<file path="src/rtl/i2cw_pkg.sv">
package i2cw_pkg;
  typedef enum logic [1:0] {
    ST_IDLE,
    ST_ADDR,
    ST_DATA,
    ST_SKIP
  } mon_state_e;

  localparam int CTRL_W = 3;
  localparam int CTRL_MON = 0;
  localparam int CTRL_STRETCH = 1;
  localparam int CTRL_ANY = 2;
endpackage

</file>
<file path="src/rtl/i2cw_sync.sv">
module i2cw_sync #(
  parameter int STAGES = 2
) (
  input  logic clk,
  input  logic rst_n,
  input  logic d,
  output logic q
);
  logic [STAGES-1:0] chain;

  generate
    if (STAGES == 1) begin : g_one
      always_ff @(posedge clk or negedge rst_n) begin
        if (!rst_n) chain <= 1'b1;
        else        chain <= d;
      end
    end else begin : g_many
      always_ff @(posedge clk or negedge rst_n) begin
        if (!rst_n) chain <= '1;
        else        chain <= {chain[STAGES-2:0], d};
      end
    end
  endgenerate

  assign q = chain[STAGES-1];
endmodule

</file>
<file path="src/rtl/i2cw_cond.sv">
module i2cw_cond (
  input  logic clk,
  input  logic rst_n,
  input  logic scl_s,
  input  logic sda_s,
  output logic scl_rise,
  output logic scl_fall,
  output logic start_det,
  output logic stop_det
);
  logic scl_q, sda_q;

  always_ff @(posedge clk or negedge rst_n) begin
    if (!rst_n) begin
      scl_q <= 1'b1;
      sda_q <= 1'b1;
    end else begin
      scl_q <= scl_s;
      sda_q <= sda_s;
    end
  end

  assign scl_rise  = scl_s & ~scl_q;
  assign scl_fall  = ~scl_s & scl_q;
  assign start_det = scl_s & scl_q & sda_q & ~sda_s;
  assign stop_det  = scl_s & scl_q & ~sda_q & sda_s;
endmodule

</file>
<file path="src/rtl/i2cw_addr_match.sv">
module i2cw_addr_match #(
  parameter int ADDR_W   = 7,
  parameter int NUM_ADDR = 4
) (
  input  logic [ADDR_W-1:0]          cand,
  input  logic [NUM_ADDR*ADDR_W-1:0] table_i,
  output logic                       hit
);
  logic [NUM_ADDR-1:0] eq;

  genvar k;
  generate
    for (k = 0; k < NUM_ADDR; k++) begin : g_cmp
      assign eq[k] = (table_i[k*ADDR_W +: ADDR_W] == cand);
    end
  endgenerate

  assign hit = |eq;
endmodule

</file>
<file path="src/rtl/i2cw_frame.sv">
module i2cw_frame
  import i2cw_pkg::*;
#(
  parameter int BYTE_W = 8
) (
  input  logic              clk,
  input  logic              rst_n,
  input  logic              mon_en,
  input  logic              scl_rise,
  input  logic              start_det,
  input  logic              stop_det,
  input  logic              sda_s,
  input  logic              addr_ok,
  output logic [BYTE_W-1:0] shift_o,
  output logic [BYTE_W-1:0] hold_o,
  output logic              rw_o,
  output logic              ack_o,
  output logic              event_o
);
  localparam int CNT_W = $clog2(BYTE_W + 1);
  localparam logic [CNT_W-1:0] LAST_BIT = CNT_W'(BYTE_W);

  mon_state_e       state;
  logic [CNT_W-1:0] bit_cnt;
  logic             slot_end;
  logic             capture;

  assign slot_end = mon_en & scl_rise & ~start_det & ~stop_det
                  & (state != ST_IDLE) & (bit_cnt == LAST_BIT);
  assign capture  = slot_end & ((state == ST_ADDR) | (state == ST_DATA));
  assign event_o  = slot_end & ((state == ST_DATA) | ((state == ST_ADDR) & addr_ok));

  always_ff @(posedge clk or negedge rst_n) begin
    if (!rst_n) begin
      state   <= ST_IDLE;
      bit_cnt <= '0;
      shift_o <= '0;
      hold_o  <= '0;
      rw_o    <= 1'b0;
      ack_o   <= 1'b0;
    end else if (!mon_en) begin
      state   <= ST_IDLE;
      bit_cnt <= '0;
    end else if (start_det) begin
      state   <= ST_ADDR;
      bit_cnt <= '0;
    end else if (stop_det) begin
      state   <= ST_IDLE;
      bit_cnt <= '0;
    end else if (scl_rise && state != ST_IDLE) begin
      if (bit_cnt == LAST_BIT) begin
        bit_cnt <= '0;
        if (capture) begin
          hold_o <= shift_o;
          ack_o  <= sda_s;
        end
        if (state == ST_ADDR) begin
          rw_o  <= shift_o[0];
          state <= addr_ok ? ST_DATA : ST_SKIP;
        end
      end else begin
        shift_o <= {shift_o[BYTE_W-2:0], sda_s};
        bit_cnt <= bit_cnt + 1'b1;
      end
    end
  end
endmodule

</file>
<file path="src/rtl/i2c_bus_watch.sv">
module i2c_bus_watch
  import i2cw_pkg::*;
#(
  parameter int ADDR_W      = 7,
  parameter int NUM_ADDR    = 4,
  parameter int SYNC_STAGES = 2
) (
  input  logic                       clk,
  input  logic                       rst_n,
  input  logic                       scl_i,
  input  logic                       sda_i,
  output logic                       scl_oe_o,
  output logic                       sda_oe_o,
  input  logic [CTRL_W-1:0]          ctrl_i,
  input  logic [NUM_ADDR*ADDR_W-1:0] slv_addr_i,
  output logic                       irq_o,
  input  logic                       irq_clr_i,
  output logic [ADDR_W:0]            data_o,
  output logic [ADDR_W:0]            buf_o,
  output logic                       rw_o,
  output logic                       ack_o
);
  localparam int BYTE_W = ADDR_W + 1;

  logic scl_s, sda_s;
  logic scl_rise, scl_fall, start_det, stop_det;
  logic cmp_hit, addr_ok, event_w;
  logic mon_en, stretch_en;
  logic irq_q, hold_q;
  logic [BYTE_W-1:0] shift_w;

  assign mon_en     = ctrl_i[CTRL_MON];
  assign stretch_en = ctrl_i[CTRL_MON] & ctrl_i[CTRL_STRETCH];

  i2cw_sync #(.STAGES(SYNC_STAGES)) u_sync_scl (
    .clk(clk), .rst_n(rst_n), .d(scl_i), .q(scl_s)
  );
  i2cw_sync #(.STAGES(SYNC_STAGES)) u_sync_sda (
    .clk(clk), .rst_n(rst_n), .d(sda_i), .q(sda_s)
  );

  i2cw_cond u_cond (
    .clk(clk), .rst_n(rst_n), .scl_s(scl_s), .sda_s(sda_s),
    .scl_rise(scl_rise), .scl_fall(scl_fall),
    .start_det(start_det), .stop_det(stop_det)
  );

  i2cw_addr_match #(.ADDR_W(ADDR_W), .NUM_ADDR(NUM_ADDR)) u_match (
    .cand(shift_w[BYTE_W-1:1]), .table_i(slv_addr_i), .hit(cmp_hit)
  );

  assign addr_ok = ctrl_i[CTRL_ANY] | cmp_hit;

  i2cw_frame #(.BYTE_W(BYTE_W)) u_frame (
    .clk(clk), .rst_n(rst_n), .mon_en(mon_en),
    .scl_rise(scl_rise), .start_det(start_det), .stop_det(stop_det),
    .sda_s(sda_s), .addr_ok(addr_ok),
    .shift_o(shift_w), .hold_o(buf_o), .rw_o(rw_o), .ack_o(ack_o),
    .event_o(event_w)
  );

  always_ff @(posedge clk or negedge rst_n) begin
    if (!rst_n) irq_q <= 1'b0;
    else        irq_q <= event_w | (irq_q & ~irq_clr_i);
  end

  always_ff @(posedge clk or negedge rst_n) begin
    if (!rst_n)                        hold_q <= 1'b0;
    else if (irq_clr_i || !stretch_en) hold_q <= 1'b0;
    else if (scl_fall && irq_q)        hold_q <= 1'b1;
  end

  assign irq_o    = irq_q;
  assign scl_oe_o = hold_q;
  assign sda_oe_o = 1'b0;
  assign data_o   = shift_w;
endmodule

</file>
<file path="config.mk">
export PLATFORM = sky130hd
export DESIGN_NAME = i2c_bus_watch
export DESIGN_NICKNAME = d
export VERILOG_FILES = /design/src/rtl/i2cw_pkg.sv /design/src/rtl/i2cw_sync.sv /design/src/rtl/i2cw_cond.sv /design/src/rtl/i2cw_addr_match.sv /design/src/rtl/i2cw_frame.sv /design/src/rtl/i2c_bus_watch.sv
export SDC_FILE = /design/constraint.sdc
export NUM_CORES = 1
export LEC_CHECK = 0
export BUFFER_PORTS_ARGS = -buffer_cell sky130_fd_sc_hd__buf_4
export CORE_AREA = 2 2 83 45
export CTS_CLUSTER_SIZE = 14
export DETAILED_ROUTE_END_ITERATION = 16
export DIE_AREA = 0 0 85 47
export PLACE_DENSITY = 0.86
export SLEW_MARGIN = 30
export SYNTH_ARGS = -nofsm -noshare
export SYNTH_HDL_FRONTEND = slang
export SYNTH_HIERARCHICAL = 1
export SYNTH_SLANG_ARGS = --single-unit
</file>
<file path="constraint.sdc">
create_clock -name clk -period 4.6 [get_ports clk]
set_input_delay 1.38 -clock clk [delete_from_list [all_inputs] [get_ports clk]]
set_output_delay 1.38 -clock clk [all_outputs]
set_load 0.03 [all_outputs]
</file>
== Word level (Yosys, flattened, before mapping) ==
Cells that the tools add are included.

* Bits in registers: 32
* Input bits: 36
* Output and inout bits: 21
* Word-level logic and storage cells: 77

* $add $sub $neg: 1
* Equal/unequal tests: 10
* Mux-type cells: 14
* Bitwise gates (word level): 29
* Reductions and logical operators: 11

{| class="wikitable"
|+ Operators by type and width
! kind !! number
|-
| 7-bit == test || 4
|-
| 4-bit 2-to-1 mux || 5
|-
| 1-bit bitwise AND || 17
|-
| 2-bit 2-to-1 mux || 6
|-
| 4-bit by 1-bit inequality test with 1-bit output (second input constant) || 3
|-
| 6-bit AND reduction || 2
|-
| 1-bit NOT || 8
|-
| 5-bit AND reduction || 1
|-
| 4-bit by 1-bit adder with 4-bit output (second input constant) || 1
|-
| 4-bit == test (second input constant) || 1
|-
| 1-bit OR || 4
|-
| 2-bit nonzero test || 2
|-
| 4-bit OR reduction || 1
|-
| 1-bit 2-to-1 mux || 3
|-
| 3-bit AND reduction || 1
|-
| 2-bit by 1-bit == test with 1-bit output (second input constant) || 1
|-
| 2-bit == test (second input constant) || 1
|-
| 1-bit logical AND || 2
|-
| 1-bit zero test || 1
|-
| 1-bit logical OR || 1
|}

== Logic depth before layout (Yosys ltp) ==
* Depth after elaboration: 10
* Mapped depth: 9
* Depth with buffers taken out: 9

== Hierarchy ==
The synthesis kept the hierarchy.

{| class="wikitable"
|+ By module, submodules not included
! module !! instances !! cells an instance !! area each (µm²) !! sequential area each (µm²)
|-
| i2cw_frame || 1 || 85 || 1118.6 || 600.6
|-
| i2cw_addr_match || 1 || 38 || 310.3 || 0.0
|-
| i2cw_sync || 2 || 2 || 52.6 || 52.6
|-
| i2c_bus_watch || 1 || 10 || 97.6 || 50.0
|-
| i2cw_cond || 1 || 6 || 85.1 || 52.6
|}

== Worst setup path before layout ==
No wires, ideal clock.

* Kind: input port to flip-flop
* Start: in slv_addr_i[3]
* End: reg u_frame.state[0]
* Library setup time: 127 ps
* Data arrival time: 2468 ps
* Required time: 4473 ps
* Path slack: 2005 ps
* Stages on the path: 7
* Buffers on the path: 0
* Cell sequence: xor2_1 -> nor4_1 -> nand4_1 -> nand3_1 -> or2_1 -> nor3b_1 -> a221o_2

* Cells in the longest elaborated chain, start to end: 10

{| class="wikitable"
|+ Ends and longest elaborated chain
! what !! RTL line !! RTL
|-
| start: declaration || i2c_bus_watch.sv:15 || <nowiki>input logic [NUM_ADDR*ADDR_W-1:0] slv_addr_i,</nowiki>
|-
| 7-bit == test || i2cw_addr_match.sv:14 || <nowiki>assign eq[k] = (table_i[k*ADDR_W +: ADDR_W] == cand);</nowiki>
|-
| 4-bit OR reduction || i2cw_addr_match.sv:18 || <nowiki>assign hit = |eq;</nowiki>
|-
| net cmp_hit || i2c_bus_watch.sv:27 || <nowiki>logic cmp_hit, addr_ok, event_w;</nowiki>
|-
| 1-bit OR || i2c_bus_watch.sv:52 || <nowiki>assign addr_ok = ctrl_i[CTRL_ANY] | cmp_hit;</nowiki>
|-
| net addr_ok || i2c_bus_watch.sv:27 ||
|-
| 1-bit 2-to-1 mux || i2cw_frame.sv:59 || <nowiki>state <= addr_ok ? ST_DATA : ST_SKIP;</nowiki>
|-
| 2-bit 2-to-1 mux || i2cw_frame.sv:57 || <nowiki>if (state == ST_ADDR) begin</nowiki>
|-
| 2-bit 2-to-1 mux || i2cw_frame.sv:51 || <nowiki>if (bit_cnt == LAST_BIT) begin</nowiki>
|-
| 2-bit 2-to-1 mux || i2cw_frame.sv:50 || <nowiki>end else if (scl_rise && state != ST_IDLE) begin</nowiki>
|-
| 2-bit 2-to-1 mux || i2cw_frame.sv:47 || <nowiki>end else if (stop_det) begin</nowiki>
|-
| 2-bit 2-to-1 mux || i2cw_frame.sv:44 || <nowiki>end else if (start_det) begin</nowiki>
|-
| 2-bit 2-to-1 mux || i2cw_frame.sv:41 || <nowiki>end else if (!mon_en) begin</nowiki>
|-
| end signal: assignment || i2cw_frame.sv:59 ||
|-
| end: declaration || i2cw_frame.sv:23 || <nowiki>mon_state_e state;</nowiki>
|}

The timed path passes the listed nets, and every way through them passes these cells. The select of a mux whose other input is x is not followed.
A chain may end at the register's enable or synchronous reset.

== Worst setup path in the final report ==
* Start: in slv_addr_i[16]
* End: reg u_frame.state[0]

The elaborated chain is that of the path after synthesis.

==> results.py <==
metrics = {
    "critical_path": {
        "critPathSlowestCell": "nor4_1",
        "critical_path.endpoint_type": "register",
        "worstSetupPathType": "in -> reg",
        "crit_chain": "buf_4 > xor2_1 > nor4_1 > a21oi_1 > nand3_1 > or2_1 > nor3b_1 > a221o_2",
        "cp.required_ps": 4770,
        "cp-start-kind": "input port",
        "crit_family": "simple AND/OR/NAND/NOR gates",
        "critPathBufInv": 1,
        "critPathArrivalTime_ps": 2850,
        "crit_path_max_fanout": 2,
        "slowest_delay_ps": 480,
    },
    "die": {
        "die-area_um2": 4000,
        "core-area_um2": 3280,
        "start_util_pct": 52.3,
        "die_h_um": 47,
        "die_x_um": 85,
        "pin_count": 57,
        "rows": 15,
    },
    "global_route": {
        "grt_pass1_vias": 1354,
        "grt_usage_pct": 22.6,
        "antenna_found_initial": 0,
        "overflow": 0,
        "grt_pass1_wl_um": 6560,
        "grt_max_degree": 33,
    },
    "layout": {
        "post-route-util_pct": 69.5,
        "areaGrowthSynthToFinish_pct": 32.9,
        "layout.nets": 245,
        "layout-drive-gt1-share_pct": 45.4,
        "fill_cells": 239,
        "diodes": 0,
    },
    "synthesis": {
        "synth_top_cell_by_area": "dfrtp_1",
        "synth_top_area_share_pct": 37.9,
        "synth_warnings": 6,
        "synthCells": 143,
        "netlist_area_um2": 1720,
        "yosys_most_used_dff": "dfrtp_1",
        "synth_seq_cells": 32,
        "synth_most_common_cell": "dfrtp_1",
        "synthTopCellsByArea": "dfrtp_1 38%, mux2_2 12%, dfstp_2 9.2%",
        "syn_nets": 184,
        "yosysSeqAreaShare_pct": 47.1,
        "yosys.cell_types.count": 38,
        "syn_avg_cell_area_um2": 12.0,
        "synth-async-reset-ratio_pct": 100,
        "ys_top_cells_by_count": "26 x dfrtp_1, 18 x mux2_2, 18 x xor2_1",
        "synth-edff-count": 0,
    },
    "job": {
        "drv_cap": 0,
    },
    "placed_design": {
        "post-dp-hpwl_um": 3250,
        "port_buffers": 55,
        "globalplace.congestion": 0.875,
    },
    "power": {
        "vdd_drop_max_mv": 0.250,
        "p_per_area_nw_per_um2": 272,
        "leakage_nw": 1.15,
    },
    "timing": {
        "hold_violations": 0,
        "post-route-min-period_ps": 2680,
        "clock_skew_ps": 5.96,
        "final_max_slew_viol_count": 0,
        "tns_ps": 0,
        "fmax_mhz": 373,
        "min_period_over_period_pct": 58.3,
        "setup_viol_count_final": 0,
        "rsz0062_at_grt": "false",
    },
    "routing": {
        "wl_um": 4110,
        "num_vias": 1359,
        "via_per_inst": 5.50,
        "firstDrtPassIters": 6,
        "drtAntennaViolNets": 0,
        "drt_iter0_drc": 184,
        "drc": 0,
        "drt-wirelength-per-cell_um": 16.6,
    },
    "cts": {
        "postCtsResizedCells": 0,
        "numCtsBuffers": 5,
        "htree_levels": 2,
        "cts_setup_buffers": 0,
        "cts_buffer_depth": 2,
        "cts-root-buf": "clkbuf_8",
        "cts_tree": "done",
        "hold_buffers": 0,
        "cts.clk_slew.worst_paths_ps": 70,
        "cts_sinks": 32,
        "clk_latency_ps": 280,
    },
    "outcome": {
        "status": "complete, no violations",
    },
    "worst_hold_path": {
        "hp-class": "reg -> reg",
    },
}
[layout by cell type (no fill, tap or decap), drive strengths merged, types with 3 or more instances in the layout]
cell type   n
xnor2      10
ha          5
nand4       5
nor2b       4
xor2       18
mux2       18
nand3       3
nor4        4
buf        55
inv         6
clkbuf      6
dfstp       6
nand2       5
a21oi       7
dfrtp      26
[final timing paths]
path                       cells past startpoint           startpoint                  end  slack, ps
min in group asynchronous                      1                rst_n    u_frame/hold_o[2]       1010
hold reg to reg                                0  u_sync_sda/chain[0]  u_sync_sda/chain[1]        360
max in group asynchronous                      1                rst_n         u_cond/sda_q       3260
setup / recovery                               8       slv_addr_i[16]     u_frame/state[0]       1920
setup reg to reg                               7   u_frame/shift_o[3]     u_frame/state[0]       2540
hold / removal                                 0  u_sync_sda/chain[0]  u_sync_sda/chain[1]        360
[logic make-up (layout without fill, tap and decap cells)]
kind of cell / Yosys count / count (layout) / synth area share, %
compound gates: 15 / 15 / 5.69
xor+xnor: 28 / 28 / 14.3
fa+ha+maj: 5 / 5 / 3.64
buf+inv: 7 / 69 / 1.75
flops: 32 / 32 / 47.1
mux: 18 / 18 / 11.8
other cells: 1 / 1 / 0.218
simple gates: 37 / 37 / 15.5
[registers in the layout, summed over array words and instances, names as in the netlist]
register and flops:
irq_o 1, scl_oe_o 1, u_cond/scl_q 1, u_cond/sda_q 1, u_frame/ack_o 1, u_frame/bit_cnt 4
u_frame/hold_o 8, u_frame/rw_o 1, u_frame/shift_o 8, u_frame/state 2, u_sync_scl/chain 2, u_sync_sda/chain 2
[stage by stage]
| stage | cell area (um^2) | hold slack [ps] | setup slack [ps] | power [W] | cells |
|---|---|---|---|---|---|
| 5_1_grt | 2280 | 362 | 1840 | 0.000640 | 247 |
| 3_3_place_gp | 2170 | 347 | 1650 | 0.000358 | 239 |
| 4_1_cts | 2280 | 358 | 1960 | 0.000623 | 247 |
| 3_5_place_dp | 2170 | 349 | 1650 | 0.000361 | 239 |
| 6_report | 2280 | 357 | 1920 | 0.000620 | 247 |
| 2_1_floorplan | 1720 | 345 | 2000 | 0.000323 | 143 |
[final cells by class]
| class | count | area (um^2) | share of cell area (%) |
|---|---|---|---|
| multi-input combinational | 104 | 878 | 38.5 |
| sequential | 32 | 808 | 35.4 |
| timing repair buffer | 55 | 413 | 18.1 |
| clock buffer | 6 | 72.6 | 3.18 |
| tap | 42 | 52.6 | 2.30 |
| clock inverter | 2 | 35.0 | 1.54 |
| inverter | 6 | 22.5 | 0.987 |
[power by group]
group	switching, W	internal (W)
clock	0.000103	0.000161
combinational	0.0000288	0.0000338
sequential	0.00000502	0.000288
[routing by layer]
metal / up-vias / global-route usage [%] / part of all wire [%]
met4: 0 / 7.94 / 1.5
met3: 12 / 6.68 / 7.3
met2: 63 / 34.7 / 44
met1: 658 / 31.5 / 47
met5: - / 0 / 0
li1: 626 / - / -
No activity file was read; power rests on OpenSTA's default activity.
